`config.mk`:
```
export PLATFORM = sky130hd
export DESIGN_NAME = usbin_txq
export DESIGN_NICKNAME = d
export VERILOG_FILES = /design/src/rtl/usbin_pkg.sv /design/src/rtl/usbin_ep_regs.sv /design/src/rtl/usbin_resp.sv /design/src/rtl/usbin_sent.sv /design/src/rtl/usbin_txq.sv
export SDC_FILE = /design/constraint.sdc
export NUM_CORES = 1
export LEC_CHECK = 0
export BUFFER_PORTS_ARGS = -buffer_cell sky130_fd_sc_hd__buf_2
export CORE_UTILIZATION = 54
export DETAILED_ROUTE_END_ITERATION = 8
export GPL_TIMING_DRIVEN = 0
export HOLD_SLACK_MARGIN = 0.12
export PLACE_DENSITY = 0.77
export SYNTH_ARGS = -nofsm -noshare
export SYNTH_HDL_FRONTEND = slang
export SYNTH_SLANG_ARGS = --single-unit
```
`constraint.sdc`:
```
create_clock -name clk_i -period 1.9 [get_ports clk_i]
set_input_delay 0.095 -clock clk_i [delete_from_list [all_inputs] [get_ports clk_i]]
set_output_delay 0.095 -clock clk_i [all_outputs]
set_load 0.02 [all_outputs]
```
`src/rtl/usbin_pkg.sv`:
```
package usbin_pkg;

    localparam int EP_W       = 4;
    localparam int BUF_W      = 5;
    localparam int LEN_W      = 7;
    localparam int MAX_LEN    = 64;
    localparam int NUM_EP_DEF = 12;

    typedef enum logic [1:0] {
        RSP_NONE  = 2'd0,
        RSP_DATA  = 2'd1,
        RSP_NAK   = 2'd2,
        RSP_STALL = 2'd3
    } rsp_e;

    typedef struct packed {
        logic             pend;
        logic             rdy;
        logic [LEN_W-1:0] len;
        logic [BUF_W-1:0] bid;
    } ep_word_t;

    function automatic logic [LEN_W-1:0] clamp_len(input logic [LEN_W-1:0] raw);
        if (int'(raw) > MAX_LEN) return LEN_W'(MAX_LEN);
        return raw;
    endfunction

    function automatic ep_word_t make_word(input logic [BUF_W-1:0] bid,
                                           input logic [LEN_W-1:0] len,
                                           input logic             rdy,
                                           input logic             pend);
        ep_word_t w;
        w.bid  = bid;
        w.len  = clamp_len(len);
        w.rdy  = rdy;
        w.pend = pend;
        return w;
    endfunction

endpackage

```
`src/rtl/usbin_ep_regs.sv`:
```
module usbin_ep_regs
    import usbin_pkg::*;
#(
    parameter int NUM_EP = NUM_EP_DEF
) (
    input  logic            clk_i,
    input  logic            rst_i,
    input  logic            wr_en_i,
    input  logic [EP_W-1:0] wr_ep_i,
    input  ep_word_t        wr_word_i,
    input  logic            ack_fire_i,
    input  logic [EP_W-1:0] ack_ep_i,
    input  logic            setup_fire_i,
    input  logic [EP_W-1:0] setup_ep_i,
    input  logic [NUM_EP-1:0] ctrl_ep_i,
    output ep_word_t        words_o [NUM_EP]
);

    for (genvar e = 0; e < NUM_EP; e++) begin : g_ep
        logic wr_hit;
        logic ack_hit;
        logic setup_hit;
        ep_word_t word_q;

        assign wr_hit    = wr_en_i && (wr_ep_i == EP_W'(e));
        assign ack_hit   = ack_fire_i && (ack_ep_i == EP_W'(e));
        assign setup_hit = setup_fire_i && (setup_ep_i == EP_W'(e)) && ctrl_ep_i[e];

        always_ff @(posedge clk_i) begin
            if (rst_i) begin
                word_q <= '0;
            end else if (wr_hit) begin
                word_q <= wr_word_i;
            end else if (ack_hit) begin
                word_q.rdy <= 1'b0;
            end else if (setup_hit && word_q.rdy) begin
                word_q.rdy  <= 1'b0;
                word_q.pend <= 1'b1;
            end
        end

        assign words_o[e] = word_q;
    end

endmodule

```
`src/rtl/usbin_resp.sv`:
```
module usbin_resp
    import usbin_pkg::*;
#(
    parameter int NUM_EP = NUM_EP_DEF
) (
    input  logic              clk_i,
    input  logic              rst_i,
    input  logic              tok_in_i,
    input  logic              tok_setup_i,
    input  logic [EP_W-1:0]   tok_ep_i,
    input  ep_word_t          words_i [NUM_EP],
    input  logic [NUM_EP-1:0] stall_i,
    input  logic              host_ack_i,
    output rsp_e              resp_o,
    output logic [BUF_W-1:0]  resp_bid_o,
    output logic [LEN_W-1:0]  resp_len_o,
    output logic              ack_fire_o,
    output logic [EP_W-1:0]   ack_ep_o
);

    ep_word_t        sel_word;
    logic            sel_stall;
    logic            ep_ok;
    logic            in_ok;
    rsp_e            rsp_d;
    rsp_e            rsp_q;
    logic [BUF_W-1:0] bid_q;
    logic [LEN_W-1:0] len_q;
    logic            infl_vld_q;
    logic [EP_W-1:0] infl_ep_q;

    always_comb begin
        sel_word  = '0;
        sel_stall = 1'b0;
        for (int e = 0; e < NUM_EP; e++) begin
            if (tok_ep_i == EP_W'(e)) begin
                sel_word  = words_i[e];
                sel_stall = stall_i[e];
            end
        end
    end

    assign ep_ok = int'(tok_ep_i) < NUM_EP;
    assign in_ok = tok_in_i && !tok_setup_i && ep_ok;

    always_comb begin
        rsp_d = RSP_NONE;
        if (in_ok) begin
            if (sel_stall)         rsp_d = RSP_STALL;
            else if (sel_word.rdy) rsp_d = RSP_DATA;
            else                   rsp_d = RSP_NAK;
        end
    end

    always_ff @(posedge clk_i) begin
        if (rst_i) begin
            rsp_q <= RSP_NONE;
            bid_q <= '0;
            len_q <= '0;
        end else begin
            rsp_q <= rsp_d;
            if (rsp_d == RSP_DATA) begin
                bid_q <= sel_word.bid;
                len_q <= sel_word.len;
            end
        end
    end

    always_ff @(posedge clk_i) begin
        if (rst_i) begin
            infl_vld_q <= 1'b0;
            infl_ep_q  <= '0;
        end else if (tok_in_i || tok_setup_i) begin
            infl_vld_q <= (rsp_d == RSP_DATA);
            infl_ep_q  <= tok_ep_i;
        end else if (host_ack_i) begin
            infl_vld_q <= 1'b0;
        end
    end

    assign ack_fire_o = host_ack_i && infl_vld_q;
    assign ack_ep_o   = infl_ep_q;
    assign resp_o     = rsp_q;
    assign resp_bid_o = (rsp_q == RSP_DATA) ? bid_q : '0;
    assign resp_len_o = (rsp_q == RSP_DATA) ? len_q : '0;

endmodule

```
`src/rtl/usbin_sent.sv`:
```
module usbin_sent
    import usbin_pkg::*;
#(
    parameter int NUM_EP = NUM_EP_DEF
) (
    input  logic              clk_i,
    input  logic              rst_i,
    input  logic [NUM_EP-1:0] set_i,
    input  logic [NUM_EP-1:0] clr_i,
    output logic [NUM_EP-1:0] sent_o,
    output logic              irq_o
);

    logic [NUM_EP-1:0] sent_q;
    logic              irq_q;
    logic [NUM_EP-1:0] sent_d;

    assign sent_d = (sent_q & ~clr_i) | set_i;

    always_ff @(posedge clk_i) begin
        if (rst_i) begin
            sent_q <= '0;
            irq_q  <= 1'b0;
        end else begin
            sent_q <= sent_d;
            irq_q  <= |sent_d;
        end
    end

    assign sent_o = sent_q;
    assign irq_o  = irq_q;

endmodule

```
`src/rtl/usbin_txq.sv`:
```
module usbin_txq
    import usbin_pkg::*;
#(
    parameter int NUM_EP = NUM_EP_DEF
) (
    input  logic              clk_i,
    input  logic              rst_i,
    input  logic              cfg_wr_i,
    input  logic [EP_W-1:0]   cfg_ep_i,
    input  logic [BUF_W-1:0]  cfg_bid_i,
    input  logic [LEN_W-1:0]  cfg_len_i,
    input  logic              cfg_rdy_i,
    input  logic              cfg_pend_i,
    input  logic [EP_W-1:0]   rd_ep_i,
    output logic [BUF_W-1:0]  rd_bid_o,
    output logic [LEN_W-1:0]  rd_len_o,
    output logic              rd_rdy_o,
    output logic              rd_pend_o,
    input  logic [NUM_EP-1:0] sent_clr_i,
    output logic [NUM_EP-1:0] sent_o,
    output logic              irq_o,
    input  logic [NUM_EP-1:0] ctrl_ep_i,
    input  logic [NUM_EP-1:0] stall_i,
    input  logic              tok_in_i,
    input  logic              tok_setup_i,
    input  logic [EP_W-1:0]   tok_ep_i,
    input  logic              host_ack_i,
    output logic [1:0]        resp_o,
    output logic [BUF_W-1:0]  resp_bid_o,
    output logic [LEN_W-1:0]  resp_len_o
);

    ep_word_t          words [NUM_EP];
    ep_word_t          wr_word;
    ep_word_t          rd_word;
    logic              ack_fire;
    logic [EP_W-1:0]   ack_ep;
    logic [NUM_EP-1:0] ack_set_vec;
    rsp_e              rsp;

    assign wr_word = make_word(cfg_bid_i, cfg_len_i, cfg_rdy_i, cfg_pend_i);

    usbin_ep_regs #(.NUM_EP(NUM_EP)) u_regs (
        .clk_i        (clk_i),
        .rst_i        (rst_i),
        .wr_en_i      (cfg_wr_i),
        .wr_ep_i      (cfg_ep_i),
        .wr_word_i    (wr_word),
        .ack_fire_i   (ack_fire),
        .ack_ep_i     (ack_ep),
        .setup_fire_i (tok_setup_i),
        .setup_ep_i   (tok_ep_i),
        .ctrl_ep_i    (ctrl_ep_i),
        .words_o      (words)
    );

    usbin_resp #(.NUM_EP(NUM_EP)) u_resp (
        .clk_i       (clk_i),
        .rst_i       (rst_i),
        .tok_in_i    (tok_in_i),
        .tok_setup_i (tok_setup_i),
        .tok_ep_i    (tok_ep_i),
        .words_i     (words),
        .stall_i     (stall_i),
        .host_ack_i  (host_ack_i),
        .resp_o      (rsp),
        .resp_bid_o  (resp_bid_o),
        .resp_len_o  (resp_len_o),
        .ack_fire_o  (ack_fire),
        .ack_ep_o    (ack_ep)
    );

    always_comb begin
        ack_set_vec = '0;
        for (int e = 0; e < NUM_EP; e++) begin
            if (ack_fire && ack_ep == EP_W'(e)) ack_set_vec[e] = 1'b1;
        end
    end

    usbin_sent #(.NUM_EP(NUM_EP)) u_sent (
        .clk_i  (clk_i),
        .rst_i  (rst_i),
        .set_i  (ack_set_vec),
        .clr_i  (sent_clr_i),
        .sent_o (sent_o),
        .irq_o  (irq_o)
    );

    always_comb begin
        rd_word = '0;
        for (int e = 0; e < NUM_EP; e++) begin
            if (rd_ep_i == EP_W'(e)) rd_word = words[e];
        end
    end

    assign rd_bid_o  = rd_word.bid;
    assign rd_len_o  = rd_word.len;
    assign rd_rdy_o  = rd_word.rdy;
    assign rd_pend_o = rd_word.pend;
    assign resp_o    = rsp;

endmodule

```
* Yosys cells after proc, flatten, opt, wreduce, memory -nomap -nowiden
Index checks and enable logic that the tools add are counted.
** Storage, ports and cells
- Word-level logic and storage cells :: 331
- Register bits :: 200
** Operators by class
- Bitwise operators :: 3
- Reductions and logical operators :: 107
- Magnitude comparators :: 2
- Eq/ne operators :: 58
- Muxes and demuxes :: 106
** Operators with widths (count)
- 14-bit 2-to-1 mux :: 12
- 13-bit 2-to-1 mux :: 12
- 4-bit by 3-bit equality test with 1-bit output (second input constant) :: 16
- 4-bit equality test (second input constant) :: 16
- 1-bit logical AND :: 63
- 2-bit 2-to-1 mux :: 27
- 1-bit 2-to-1 mux :: 51
- 3-bit nonzero test :: 12
- 4-bit by 2-bit equality test with 1-bit output (second input constant) :: 8
- 2-bit nonzero test :: 13
- 2-bit by 1-bit != test with 1-bit output (second input constant) :: 12
- 2-bit AND reduction :: 12
- 7-bit 2-to-1 mux :: 3
- 4-bit by 1-bit equality test with 1-bit output (second input constant) :: 4
- 4-bit logical NOT :: 4
- 12-bit bitwise AND :: 1
- 12-bit inverter :: 1
- 12-bit OR :: 1
- 12-bit OR reduction :: 1
- 7-bit > comparator (second input constant) :: 1
- 5-bit 2-to-1 mux :: 1
- 2-bit by 1-bit equality test with 1-bit output (second input constant) :: 2
- 4-bit < comparator (second input constant) :: 1
- 1-bit logical NOT :: 1
- 1-bit logical OR :: 1

* Logic depth before layout (Yosys ltp)
- Depth in word-level cells :: 18
- Gate-level depth with buffers :: 10

* By module
From an unflattened synthesis, not the netlist that was laid out.
** Second synthesis, totals
- Cells, all modules :: 1484
- Area, all modules :: 11818.8 um^2
** Modules (own cells, without submodules)
- usbin_ep_regs :: area each 6961.7 um^2, instances 1, cells an instance 849, seq. area each 3363.2 um^2
- usbin_resp :: area each 2543.7 um^2, instances 1, cells an instance 328, seq. area each 380.4 um^2
- usbin_txq :: area each 1841.8 um^2, instances 1, cells an instance 252, seq. area each 0.0 um^2
- usbin_sent :: area each 471.7 um^2, instances 1, cells an instance 55, seq. area each 260.2 um^2

* Worst setup path after synthesis
OpenSTA, ideal clock, no wires.
- Path kind :: in2reg
- From :: input tok_ep_i[0]
- To :: register u_resp.len_q[1]
- Stages :: 8
- Data required time :: 1.778 ns
- Path slack :: 0.065 ns
- Buffers on the path :: 3
- Arrival :: 1.713 ns
- Path through :: buf_4 -> nor2b_1 -> buf_2 -> a221oi_2 -> o32ai_1 -> or3_1 -> clkbuf_1 -> o311a_1
** Between the ends
- Word-level cells in the longest chain between the ends :: 17
- Elaborated cells between the ends (all ways) :: 42
** RTL lines
- start, declared :: line usbin_txq.sv:26 : input logic [EP_W-1:0] tok_ep_i,
- 4-bit logical NOT :: line usbin_resp.sv:36 : if (tok_ep_i == EP_W'(e)) begin
- 13-bit 2-to-1 mux (12 in series) :: line usbin_resp.sv:36
- 2-bit 2-to-1 mux :: line usbin_resp.sv:50 : else if (sel_word.rdy) rsp_d = RSP_DATA;
- 2-bit 2-to-1 mux :: line usbin_resp.sv:49 : if (sel_stall) rsp_d = RSP_STALL;
- 2-bit 2-to-1 mux :: line usbin_resp.sv:48 : if (in_ok) begin
- 2-bit by 1-bit equality test with 1-bit output :: line usbin_resp.sv:62 : if (rsp_d == RSP_DATA) begin
- end signal, assigned :: line usbin_resp.sv:64 : len_q <= sel_word.len;
- end, declared :: line usbin_resp.sv:28 : logic [LEN_W-1:0] len_q;
Several ways; a longest one is shown, not always the timed one.
A chain may end at the register's enable or synchronous reset.

* Worst setup path in the final report
- From :: register u_regs.g_ep[2].word_q (netlist bit u_regs.words_o[134])
- To :: output rd_len_o[3]
** Between the ends
- Word-level cells in the longest chain between the ends :: 10
** RTL lines
- start, declared :: line usbin_ep_regs.sv:23 : ep_word_t word_q;
- start signal, assigned :: line usbin_ep_regs.sv:33 : word_q <= wr_word_i;
- 14-bit 2-to-1 mux (10 in series) :: line usbin_txq.sv:92 : if (rd_ep_i == EP_W'(e)) rd_word = words[e];
- end, declared :: line usbin_txq.sv:16 : output logic [LEN_W-1:0] rd_len_o,
No other way between the ends.

==> impl_metrics.json <==
{
  "fillers": 1732,
  "top_layer_used": "met5",
  "grt_overflow_total": 0,
  "coreArea_sq_um": 19530,
  "critPathRequiredTime_ns": 1.80,
  "syn_inst": 1428,
  "failed_checks": "setup timing",
  "yosysSeqAreaShare_pct": 37.05,
  "whs_path_depth": 5,
  "die_h_um": 143.5,
  "core.rowCount": 51,
  "path_clk_slew_ns": 0.08,
  "worstSetupEndpointType": "output pin",
  "p_leak_nw": 4.842,
  "fin_ws_ns": -0.07283,
  "slew_viol_final": 0,
  "root_buffer": "clkbuf_16",
  "maxCapViolations": 0,
  "grtUsageTotal_pct": 48.26,
  "finalSetupTns_ns": -0.4786,
  "met2_length_um": 19960,
  "finalWirelength_um": 49260,
  "io_pins": 109,
  "crit_type": "reg -> out",
  "postRouteAntennaNets": 0,
  "wl_per_cell_um": 26.08,
  "synth_area_leaders": "dfxtp_1 37%, nand2_1 12%, a21oi_1 9.8%",
  "dr.pass1.iters": 6,
  "drive_above_1_share_pct": 18.62,
  "grt_pass1_wl_um": 70940,
  "antenna_found_initial": 2,
  "final_core_util_pct": 67.70,
  "die_w_um": 143.5,
  "tritoncts": "yes",
  "yosysUniqueCellTypes": 75,
  "clock_sinks": 200,
  "synth_edf_count": 0,
  "vdd_ir_drop_max_v": 0.0006348,
  "wl_met3_um": 7434,
  "ys_ff_latch": 200,
  "place_congestion": 1.061,
  "fin_cells": 1889,
  "power_density_nw_per_um2": 703.9,
  "yosysMostFrequentCell": "nand2_1",
  "hold_path_class": "in -> reg",
  "async_flop_share_pct": 0,
  "register_area_sq_um": 4043,
  "post-route-period-util_pct": 103.8,
  "first_iter_violations": 1865,
  "synth_largest_area_cell": "dfxtp_1",
  "finClkSkew_ns": 0.01140,
  "reg2reg_depth": 6,
  "numCtsBuffers": 17,
  "syn_area_sq_um": 10810,
  "placed_area_sq_um": 11660,
  "first_global_vias": 11411,
  "nNetsFinal": 1677,
  "place_hpwl_um": 35810,
  "clockBufferDepth": 2,
  "crit_path_start_kind": "flop",
  "arrival_ns": 1.88,
  "cp_max_fo": 3,
  "avgSynthCellArea_sq_um": 7.568,
  "grt_max_degree": 20,
  "htree_levels": 4,
  "dp_cells": 1798,
  "min_period_ns": 1.973,
  "max_freq_mhz": 506.9,
  "clk_latency_ns": 0.46,
  "synth_ff_type": "dfxtp_1",
  "drc": 0,
  "fin_area_sq_um": 13220,
  "synth_commonest_cells": "349 x nand2_1, 211 x a21oi_1, 200 x dfxtp_1",
  "routed-via-count": 12591,
  "port_buffers": 105,
  "initial_utilization_pct": 55.34,
  "syn-num-nets": 1496,
  "via_per_inst": 6.665,
  "max_slew_margin_pct": 29.81,
  "dieArea_sq_um": 20580,
  "area_growth_pct": 22.32,
  "status": "finished with violations",
  "multi_input_area_sq_um": 6485,
  "rsz0062_at_grt": "yes",
  "tightestPinTransition_ns": 1.053,
  "yosys_warnings": 0,
  "m1WireLength_um": 18410,
  "finalHoldViolCount": 0,
  "yosysTopAreaCellShare_pct": 37.05,
  "setup_viol": 12
}
==> timing repair <==
action / in CTS / in global routing
hold buffers: 39 / 0
gates resized for setup: 79 / 72
endpoints found under the setup margin: 34 / 57
pin swaps: 15 / 14
setup buffers: 15 / 5
hold endpoints to repair: 53 / 0
gates cloned: 1 / 0
==> worst max-delay path: stages, from the launching register on <==
cell	delay, ns
dfxtp_2	0.34
mux4_2	0.48
nor2_1	0.10
a21oi_1	0.06
o211ai_1	0.12
a32oi_1	0.13
buf_4	0.19
==> registers in the layout, summed over array words and instances (netlist names) <==
signal and flops:
u_resp.ack_ep_o 4, u_sent.sent_o 12, u_resp.bid_q 5, u_resp.resp_o 2, u_sent.irq_o 1, u_regs.words_o 168, u_resp.infl_vld_q 1, u_resp.len_q 7
==> where the power goes <==
part,switching [W],internal (W)
logic,0.000877,0.000436
registers,0.0000470,0.00423
clock network,0.00190,0.00181
==> kinds of logic (layout without fill, tap and decap cells) <==
logic type,Yosys count,after routing,synth area share [%]
flops,200,200,37.05
mux,86,86,9.969
simple gates,633,633,26.61
compound gates,372,372,20.97
buf+inv,137,331,5.407
other cells,0,2,0
==> area by class of cell <==
| class | count | area share [%] |
|---|---|---|
| clock buffers | 19 | 3.426 |
| inverters | 19 | 0.5679 |
| clock inverters | 13 | 0.9465 |
| flip-flops and latches | 200 | 30.58 |
| multi-input cells | 1091 | 49.06 |
| plain buffers | 115 | 4.505 |
| repair buffers | 165 | 8.367 |
| well taps | 265 | 2.508 |
| diodes | 2 | 0.03786 |
==> stage by stage <==
stage,power (W),hold slack [ns],worst slack [ns]
after floorplan,0.004988,0.2275,0.06549
after global placement,0.005447,0.3579,-0.9022
after detailed placement,0.005452,0.3595,-0.8881
after CTS,0.009133,0.1228,-0.07765
after global routing,0.009462,0.1797,-0.1311
final,0.009305,0.1158,-0.07283
==> final timing paths <==
| check | startpoint | to | slack, ns |
|---|---|---|---|
| min reg2reg | u_resp.len_q[2] | u_resp.len_q[2] | 0.46 |
| max reg2reg | u_resp.ack_ep_o[0] | u_sent.irq_o | 0.02 |
| max | u_regs.words_o[134] | rd_len_o[3] | -0.07 |
| min | ctrl_ep_i[10] | u_regs.words_o[27] | 0.12 |
==> layer usage <==
| metal | vias up | global-route usage (%) |
|---|---|---|
| li1 | 5388 | - |
| met1 | 5842 | 60.76 |
| met2 | 1094 | 69.34 |
| met3 | 265 | 18.46 |
| met4 | 2 | 29.45 |
| met5 | - | 0 |
==> placed cells by master (no fill, tap or decap), types with 11 or more instances in the layout <==
| cell type | Yosys | final |
|---|---|---|
| mux2i_1 | 57 | 54 |
| nor2b_1 | 35 | 30 |
| dfxtp_1 | 200 | 175 |
| buf_2 | 17 | 105 |
| and2_1 | 17 | 17 |
| o21ai_0 | 32 | 30 |
| dfxtp_2 | 0 | 22 |
| clkbuf_1 | 86 | 71 |
| nor3_1 | 46 | 44 |
| buf_6 | 5 | 13 |
| nor2_1 | 88 | 81 |
| clkbuf_16 | 0 | 17 |
| mux2_2 | 11 | 12 |
| nand2_1 | 349 | 348 |
| nand3_1 | 24 | 24 |
| dlygate4sd3_1 | 0 | 39 |
| nand2b_1 | 13 | 13 |
| inv_1 | 17 | 17 |
| o22ai_1 | 17 | 17 |
| a22oi_1 | 13 | 11 |
| a21oi_1 | 211 | 209 |
| mux4_2 | 16 | 16 |
| nand4_1 | 11 | 11 |
| buf_4 | 3 | 36 |
Power figures use the tool's default switching activity.
